[src/rtl/hpi_pkg.sv]
package hpi_pkg;

    localparam int BYTE_W = 8;

    typedef enum logic [1:0] {
        SEL_MSG  = 2'b00,
        SEL_CTRL = 2'b01,
        SEL_PCM  = 2'b10,
        SEL_CMP  = 2'b11
    } hpi_sel_e;

    // status / control bit positions
    localparam int CB_CMP_HOLD = 6;
    localparam int CB_PCM_HOLD = 5;
    localparam int CB_PCM_AF   = 4;
    localparam int CB_CMP_AF   = 3;
    localparam int CB_BUSY     = 2;
    localparam int CB_READY    = 1;

    typedef struct packed {
        logic               first;
        logic [BYTE_W-1:0]  data;
    } pcm_ent_t;

    localparam int PCM_ENT_W = $bits(pcm_ent_t);

    function automatic logic [BYTE_W-1:0] make_status(
        input logic pcm_af,
        input logic cmp_af,
        input logic busy,
        input logic ready
    );
        logic [BYTE_W-1:0] s;
        s              = '0;
        s[CB_PCM_AF]   = pcm_af;
        s[CB_CMP_AF]   = cmp_af;
        s[CB_BUSY]     = busy;
        s[CB_READY]    = ready;
        return s;
    endfunction

endpackage

[src/rtl/hpi_mailbox.sv]
module hpi_mailbox
    import hpi_pkg::*;
(
    input  logic              clk,
    input  logic              rst,
    input  logic              host_wr,
    input  logic              host_rd,
    input  logic [BYTE_W-1:0] host_wdata,
    input  logic              proc_wr,
    input  logic              proc_rd,
    input  logic [BYTE_W-1:0] proc_wdata,
    output logic [BYTE_W-1:0] to_proc_data,
    output logic [BYTE_W-1:0] to_host_data,
    output logic              to_proc_busy,
    output logic              to_host_ready
);

    always_ff @(posedge clk) begin
        if (rst) begin
            to_proc_data  <= '0;
            to_host_data  <= '0;
            to_proc_busy  <= 1'b0;
            to_host_ready <= 1'b0;
        end else begin
            if (host_wr) to_proc_data <= host_wdata;
            if (proc_wr) to_host_data <= proc_wdata;

            if (host_wr)      to_proc_busy <= 1'b1;
            else if (proc_rd) to_proc_busy <= 1'b0;

            if (proc_wr)      to_host_ready <= 1'b1;
            else if (host_rd) to_host_ready <= 1'b0;
        end
    end

    p_busy_set_r3: assert property (@(posedge clk) disable iff (rst)
        host_wr |=> to_proc_busy);
    p_busy_clr_r3: assert property (@(posedge clk) disable iff (rst)
        (proc_rd && !host_wr) |=> !to_proc_busy);
    p_busy_keep_r3: assert property (@(posedge clk) disable iff (rst)
        (!proc_rd && !host_wr) |=> $stable(to_proc_busy));
    p_ready_set_r4: assert property (@(posedge clk) disable iff (rst)
        proc_wr |=> to_host_ready);
    p_ready_clr_r4: assert property (@(posedge clk) disable iff (rst)
        (host_rd && !proc_wr) |=> !to_host_ready);
    p_msg_indep_r2: assert property (@(posedge clk) disable iff (rst)
        !proc_wr |=> $stable(to_host_data));

endmodule

[src/rtl/hpi_infifo.sv]
module hpi_infifo #(
    parameter int DEPTH = 8,
    parameter int W     = 8,
    parameter int LVL_W = $clog2(DEPTH + 1)
) (
    input  logic             clk,
    input  logic             rst,
    input  logic             hold,
    input  logic             push,
    input  logic [W-1:0]     push_ent,
    input  logic [LVL_W-1:0] lvl,
    input  logic             pop_ready,
    output logic             pop_valid,
    output logic [W-1:0]     pop_ent,
    output logic             afull,
    output logic             full
);

    localparam int PW = (DEPTH > 1) ? $clog2(DEPTH) : 1;
    localparam logic [LVL_W-1:0] FULL_CNT = LVL_W'(DEPTH);
    localparam logic [PW-1:0]    LAST_IDX = PW'(DEPTH - 1);

    logic [W-1:0]     mem [DEPTH];
    logic [PW-1:0]    wp, rp;
    logic [LVL_W-1:0] cnt;
    logic             do_push, do_pop;

    assign full      = (cnt == FULL_CNT);
    assign pop_valid = (cnt != '0);
    assign pop_ent   = mem[rp];
    assign afull     = (cnt >= lvl);
    assign do_push   = push && !full && !hold;
    assign do_pop    = pop_valid && pop_ready && !hold;

    always_ff @(posedge clk) begin
        if (do_push) mem[wp] <= push_ent;
    end

    always_ff @(posedge clk) begin
        if (rst || hold) begin
            wp  <= '0;
            rp  <= '0;
            cnt <= '0;
        end else begin
            if (do_push) wp <= (wp == LAST_IDX) ? '0 : wp + 1'b1;
            if (do_pop)  rp <= (rp == LAST_IDX) ? '0 : rp + 1'b1;
            case ({do_push, do_pop})
                2'b10:   cnt <= cnt + 1'b1;
                2'b01:   cnt <= cnt - 1'b1;
                default: cnt <= cnt;
            endcase
        end
    end

    p_no_overflow_r8: assert property (@(posedge clk) disable iff (rst)
        cnt <= FULL_CNT);
    p_full_drop_r8: assert property (@(posedge clk) disable iff (rst)
        (full && push && !pop_ready && !hold) |=> (hold || full));
    p_hold_flush_r10: assert property (@(posedge clk) disable iff (rst)
        hold |=> !pop_valid);

endmodule

[src/rtl/hpi_top.sv]
module hpi_top
    import hpi_pkg::*;
#(
    parameter int DEPTH = 8
) (
    input  logic                         clk,
    input  logic                         rst,
    input  logic [1:0]                   host_addr,
    input  logic                         host_wr,
    input  logic                         host_rd,
    input  logic [7:0]                   host_wdata,
    output logic [7:0]                   host_rdata,
    input  logic                         proc_msg_wr,
    input  logic                         proc_msg_rd,
    input  logic [7:0]                   proc_msg_wdata,
    output logic [7:0]                   proc_msg_rdata,
    output logic                         proc_msg_busy,
    output logic                         proc_msg_ready,
    input  logic [$clog2(DEPTH+1)-1:0]   pcm_lvl,
    input  logic [$clog2(DEPTH+1)-1:0]   cmp_lvl,
    output logic                         pcm_valid,
    input  logic                         pcm_ready,
    output logic [7:0]                   pcm_data,
    output logic                         pcm_first,
    output logic                         cmp_valid,
    input  logic                         cmp_ready,
    output logic [7:0]                   cmp_data
);

    localparam int LVL_W = $clog2(DEPTH + 1);

    hpi_sel_e sel;
    logic     msg_wr, msg_rd, ctrl_wr, pcm_wr, cmp_wr;
    logic     pcm_hold, cmp_hold, first_pend;
    logic     pcm_af, cmp_af, pcm_full, cmp_full;
    logic [BYTE_W-1:0] to_host_byte;
    pcm_ent_t pcm_in, pcm_out;

    assign sel     = hpi_sel_e'(host_addr);
    assign msg_wr  = host_wr && (sel == SEL_MSG);
    assign msg_rd  = host_rd && (sel == SEL_MSG);
    assign ctrl_wr = host_wr && (sel == SEL_CTRL);
    assign pcm_wr  = host_wr && (sel == SEL_PCM);
    assign cmp_wr  = host_wr && (sel == SEL_CMP);

    hpi_mailbox u_mbox (
        .clk           (clk),
        .rst           (rst),
        .host_wr       (msg_wr),
        .host_rd       (msg_rd),
        .host_wdata    (host_wdata),
        .proc_wr       (proc_msg_wr),
        .proc_rd       (proc_msg_rd),
        .proc_wdata    (proc_msg_wdata),
        .to_proc_data  (proc_msg_rdata),
        .to_host_data  (to_host_byte),
        .to_proc_busy  (proc_msg_busy),
        .to_host_ready (proc_msg_ready)
    );

    // hold bits and the first-sample marker armed by a PCM hold release
    always_ff @(posedge clk) begin
        if (rst) begin
            pcm_hold   <= 1'b0;
            cmp_hold   <= 1'b0;
            first_pend <= 1'b0;
        end else begin
            if (ctrl_wr) begin
                pcm_hold <= host_wdata[CB_PCM_HOLD];
                cmp_hold <= host_wdata[CB_CMP_HOLD];
            end
            if (ctrl_wr && pcm_hold && !host_wdata[CB_PCM_HOLD])
                first_pend <= 1'b1;
            else if (pcm_wr && !pcm_full && !pcm_hold)
                first_pend <= 1'b0;
        end
    end

    assign pcm_in.first = first_pend;
    assign pcm_in.data  = host_wdata;

    hpi_infifo #(.DEPTH(DEPTH), .W(PCM_ENT_W), .LVL_W(LVL_W)) u_pcm_fifo (
        .clk       (clk),
        .rst       (rst),
        .hold      (pcm_hold),
        .push      (pcm_wr),
        .push_ent  (pcm_in),
        .lvl       (pcm_lvl),
        .pop_ready (pcm_ready),
        .pop_valid (pcm_valid),
        .pop_ent   (pcm_out),
        .afull     (pcm_af),
        .full      (pcm_full)
    );

    assign pcm_data  = pcm_out.data;
    assign pcm_first = pcm_out.first;

    hpi_infifo #(.DEPTH(DEPTH), .W(BYTE_W), .LVL_W(LVL_W)) u_cmp_fifo (
        .clk       (clk),
        .rst       (rst),
        .hold      (cmp_hold),
        .push      (cmp_wr),
        .push_ent  (host_wdata),
        .lvl       (cmp_lvl),
        .pop_ready (cmp_ready),
        .pop_valid (cmp_valid),
        .pop_ent   (cmp_data),
        .afull     (cmp_af),
        .full      (cmp_full)
    );

    always_comb begin
        unique case (sel)
            SEL_MSG:  host_rdata = to_host_byte;
            SEL_CTRL: host_rdata = make_status(pcm_af, cmp_af, proc_msg_busy, proc_msg_ready);
            default:  host_rdata = '0;
        endcase
    end

    p_rsvd_zero_r5: assert property (@(posedge clk) disable iff (rst)
        (host_rd && sel == SEL_CTRL) |-> (host_rdata[7:5] == 3'b000 && !host_rdata[0]));
    p_pcm_hold_idle_r10: assert property (@(posedge clk) disable iff (rst)
        (pcm_hold && $past(pcm_hold)) |-> !pcm_valid);
    p_cmp_hold_idle_r10: assert property (@(posedge clk) disable iff (rst)
        (cmp_hold && $past(cmp_hold)) |-> !cmp_valid);
    p_wo_read_r1: assert property (@(posedge clk) disable iff (rst)
        (host_rd && host_addr[1]) |-> (host_rdata == 8'h00));

endmodule

[config.mk]
export PLATFORM = sky130hd
export DESIGN_NAME = hpi_top
export DESIGN_NICKNAME = d
export VERILOG_FILES = /design/src/rtl/hpi_pkg.sv /design/src/rtl/hpi_mailbox.sv /design/src/rtl/hpi_infifo.sv /design/src/rtl/hpi_top.sv
export SDC_FILE = /design/constraint.sdc
export NUM_CORES = 1
export LEC_CHECK = 0
export BUFFER_PORTS_ARGS = -buffer_cell sky130_fd_sc_hd__buf_2
export CAP_MARGIN = 30
export CORE_MARGIN = 2
export CORE_UTILIZATION = 50
export DETAILED_ROUTE_END_ITERATION = 8
export PLACE_DENSITY = 0.69
export RECOVER_POWER = 25
export SYNTH_ARGS = -nofsm -noshare
export SYNTH_HDL_FRONTEND = slang
export SYNTH_SLANG_ARGS = --single-unit
[constraint.sdc]
create_clock -name clk -period 2.8 [get_ports clk]
set_input_delay 0.14 -clock clk [delete_from_list [all_inputs] [get_ports clk]]
set_output_delay 0.14 -clock clk [all_outputs]
set_load 0.005 [all_outputs]
==> results.txt <==
The number of max-slew violations in the final report was 0; the top achievable clock speed was 385 MHz. The total negative slack is 0 ns, and the share of the synthesized area in the top cell type is 0.535. The cell row count was 45; the CTS sink count was 183. The flip-flop and latch count after synthesis is 183. For this design the top-level I/O count stands at 71.

For this run, the detailed router's first-pass iteration total came to 4. Once placement finished, the instance area stood at 8210 um2. For the worst-skew pair, the clock arrives at the later sink with an insertion delay of 0.42 ns.

Of all cell types, the one taking the most synthesized area is edfxtp_1. Fraction of final layout cells with drive strength greater than 1: 0.280. The mean routed wirelength per cell works out to 18.6 um.

The sequential-to-total area share from yosys stat is 0.658. Clock skew on the completed layout was measured at 0.00712 ns. Setup repair after global routing left no endpoint under its margin.

The tools report the routability congestion estimate as 0.811. The run gives 0 as the number of antenna violations at the first check in global routing. The tools report the overall global routing resource usage as 0.189. Setup slack on the critical path of the routed design comes to 0.205 ns.

For the headroom to the max-slew limit, the log shows 0.454. The number of standard cells in the layout, taps in and fillers out was 774; the number of buffers added to fix hold violations after cts was 10. Ranked by total cell area, the synthesized netlist is headed by edfxtp_1 (54%), dfxtp_1 (12%), mux4_2 (7.1%). For the worst setup path, the data required time is 3.15 ns. TritonCTS built the clock tree. After synthesis, the netlist uses 49 different library cells. Highest net fanout along the worst path: 7. The clock tree synthesis step divided the H-tree into 4 levels.

The analysis attributes to cell leakage a power of 3.24 nW. For the number of global-route vias before repair, the log shows 4286. Detailed placement finished with a half-perimeter wire length of 9370 um. The number of hold violations in the final report was 0. The tools report the synthesized netlist cell count as 481. For the number of buffers created by CTS, the log shows 17. STA classifies the critical path startpoint as a flop. The post-synthesis async set-or-reset flop share came out at 0. In this run the deepest clock path goes through 2 buffers.

Port buffering added 70 buffers. Entering global routing, the biggest net connects 26 pins. The die is 128 um tall. The final worst-path cycle share works out to 0.927. The final critical-path required period was 2.60 ns; the number of endpoints failing setup at the final stage was 0. Gates resized during post-CTS repair numbered 0. Clock tree synthesis selected as its root buffer the cell clkbuf_16. Clock-pin slew was measured on the worst setup and hold paths at 0.06 ns.

The netlist area before placement was 7630 um2. For this run, the post-layout net count is 630. Counting the fill cells in the layout gives 1142.

The synthesized net count is 537, and the synthesis warning total is 0. IR analysis of the VDD net gives a maximum drop of 0.542 mV. After detailed routing, the number of vias per cell comes to 5.45.

Power spread over the standard cell area amounts to 693 nW/um2. The synthesis-to-layout area growth works out to 15.9%. The kind of critical path was flop to flop. For the pin with the worst max-slew slack, the measured transition is 0.819 ns.

The run gives 733 as the count of placed standard cells including taps. The effective utilization at floorplan was 0.508. The post-place setup slack came out at 0.251 ns. The main flop type after synthesis was edfxtp_1. For the number of design-rule violations left by the first detailed-router iteration, the log shows 263. Counting flops with a built-in enable in the synthesized netlist gives 136.

After routing the design area is 8850 um2. The number of setup buffers added after CTS is 0. Worst hold-check path type: primary input to flop.

For this run the aggregate overflow at the end of global routing stands at 0. The mean cell area of the mapped netlist is 15.9 um2, and the core footprint is 15000 um2. Sorting the synthesized cells by how often they occur yields edfxtp_1 (136), dfxtp_1 (47), nand2_1 (37), a21oi_1 (29), nor2_1 (28). In the post-synthesis netlist, the cell with the most instances is edfxtp_1. The run gives 14400 um as the total wire length after detailed routing. For this run, design rule violations remaining after detail routing come to 0. In this run the horizontal extent of the chip is 128 um. Max-cap violations in this run came to 0. The data arrival at the endpoint of the critical path came out at 2.94 ns. The run finished with clean final reports. The logs give 16300 um2 for the die footprint and 0 for the number of antenna diodes. Across all layers, the routed design uses 4215 vias. The first global-routing pass estimated 22800 um of wire. The tools report the critical path capture point type as a flop. The detail route stage leaves a number of antenna-violating nets equal to 0.
stage by stage:
| step | hold WS [ns] | total power, mW | utilization |
|---|---|---|---|
| 2_1_floorplan | 0.239 | 3.75 | - |
| 3_3_place_gp | 0.376 | 3.97 | 0.546 |
| 3_5_place_dp | 0.386 | 4.00 | 0.546 |
| 4_1_cts | 0.0163 | 6.21 | 0.589 |
| 5_1_grt | 0.0631 | 6.40 | 0.589 |
| 6_report | 0.0364 | 6.14 | 0.589 |
worst paths after layout:
kind | from | endpoint | slack (ns) | cells after the start
max | u_cmp_fifo.cnt[0] | u_cmp_fifo.cnt[2] | 0.20 | 10
min | pcm_ready | u_pcm_fifo.rp[2] | 0.04 | 3
max reg2reg | u_cmp_fifo.cnt[0] | u_cmp_fifo.cnt[2] | 0.20 | 10
min reg2reg | u_mbox.to_proc_data[1] | u_mbox.to_proc_data[1] | 0.46 | 2
power breakdown:
part           leakage (nW)  internal, mW  switching, mW
Clock                 0.261          1.28          0.915
Sequential             1.62          2.98         0.0948
Combinational          1.36         0.462          0.403
area by class of cell:
class / instances / area (um2) / share of cell area
sequential: 183 / 5020 / 0.568
multi-input combinational: 261 / 2410 / 0.272
tap: 188 / 235 / 0.0266
clock buffer: 18 / 429 / 0.0485
inverter: 11 / 41.3 / 0.00467
timing repair buffer: 100 / 593 / 0.0670
clock inverter: 13 / 114 / 0.0129
per-layer routing:
metal,track usage,share of wire,up-vias
met1,0.248,0.44,2061
met2,0.297,0.49,121
li1,-,-,2019
met5,0,0,-
met4,0.0724,0.012,0
met3,0.0603,0.062,14
state kept, by name, summed over array words and instances (netlist names), 3 cells and up, named ones only:
name                 flops
u_pcm_fifo.mem          72
u_cmp_fifo.mem          64
u_mbox.to_host_data      8
u_mbox.to_proc_data      8
u_cmp_fifo.cnt           4
u_pcm_fifo.cnt           4
u_cmp_fifo.rp            3
u_cmp_fifo.wp            3
u_pcm_fifo.rp            3
u_pcm_fifo.wp            3
critical path, cell delays in order (launching register included):
cell and delay (ns):
dfxtp_1 0.37, or4_4 0.55, nand2_2 0.13, nor2_1 0.08
ha_1 0.28, xor2_1 0.18, ha_1 0.19, a21oi_1 0.14
xor2_1 0.10, or3_1 0.33, a21oi_1 0.17
placed cells by master, fill, tap and decap left out, types with 3 or more instances in the layout:
cell,netlist,final
nand2b_1,3,3
buf_2,4,64
mux2_2,17,17
nor3b_1,5,5
clkinv_1,0,6
mux2i_1,16,16
buf_4,1,20
or3_1,6,6
nand2_1,37,37
xor2_1,6,6
mux4_1,10,10
nor2_1,28,28
nand3_1,4,4
nor3_1,6,6
a21oi_1,29,29
nor2b_1,4,4
edfxtp_1,136,136
ha_1,22,22
and2_1,5,5
o21ai_0,7,7
inv_1,10,10
clkbuf_16,0,17
mux4_2,24,24
dfxtp_1,47,47
dlygate4sd3_1,0,10
clkbuf_1,11,7
cells by family after synthesis:
family / Yosys count / share of synthesized area
and+or+nand+nor: 122 / 0.0858
buffers and inverters: 37 / 0.0274
adders and majority gates: 22 / 0.0361
muxes: 67 / 0.151
DFF: 183 / 0.658
AOI/OAI and AO/OA: 44 / 0.0341
xor gates and xnor gates: 6 / 0.00689
Note: power is estimated with default switching activity, not from simulation.
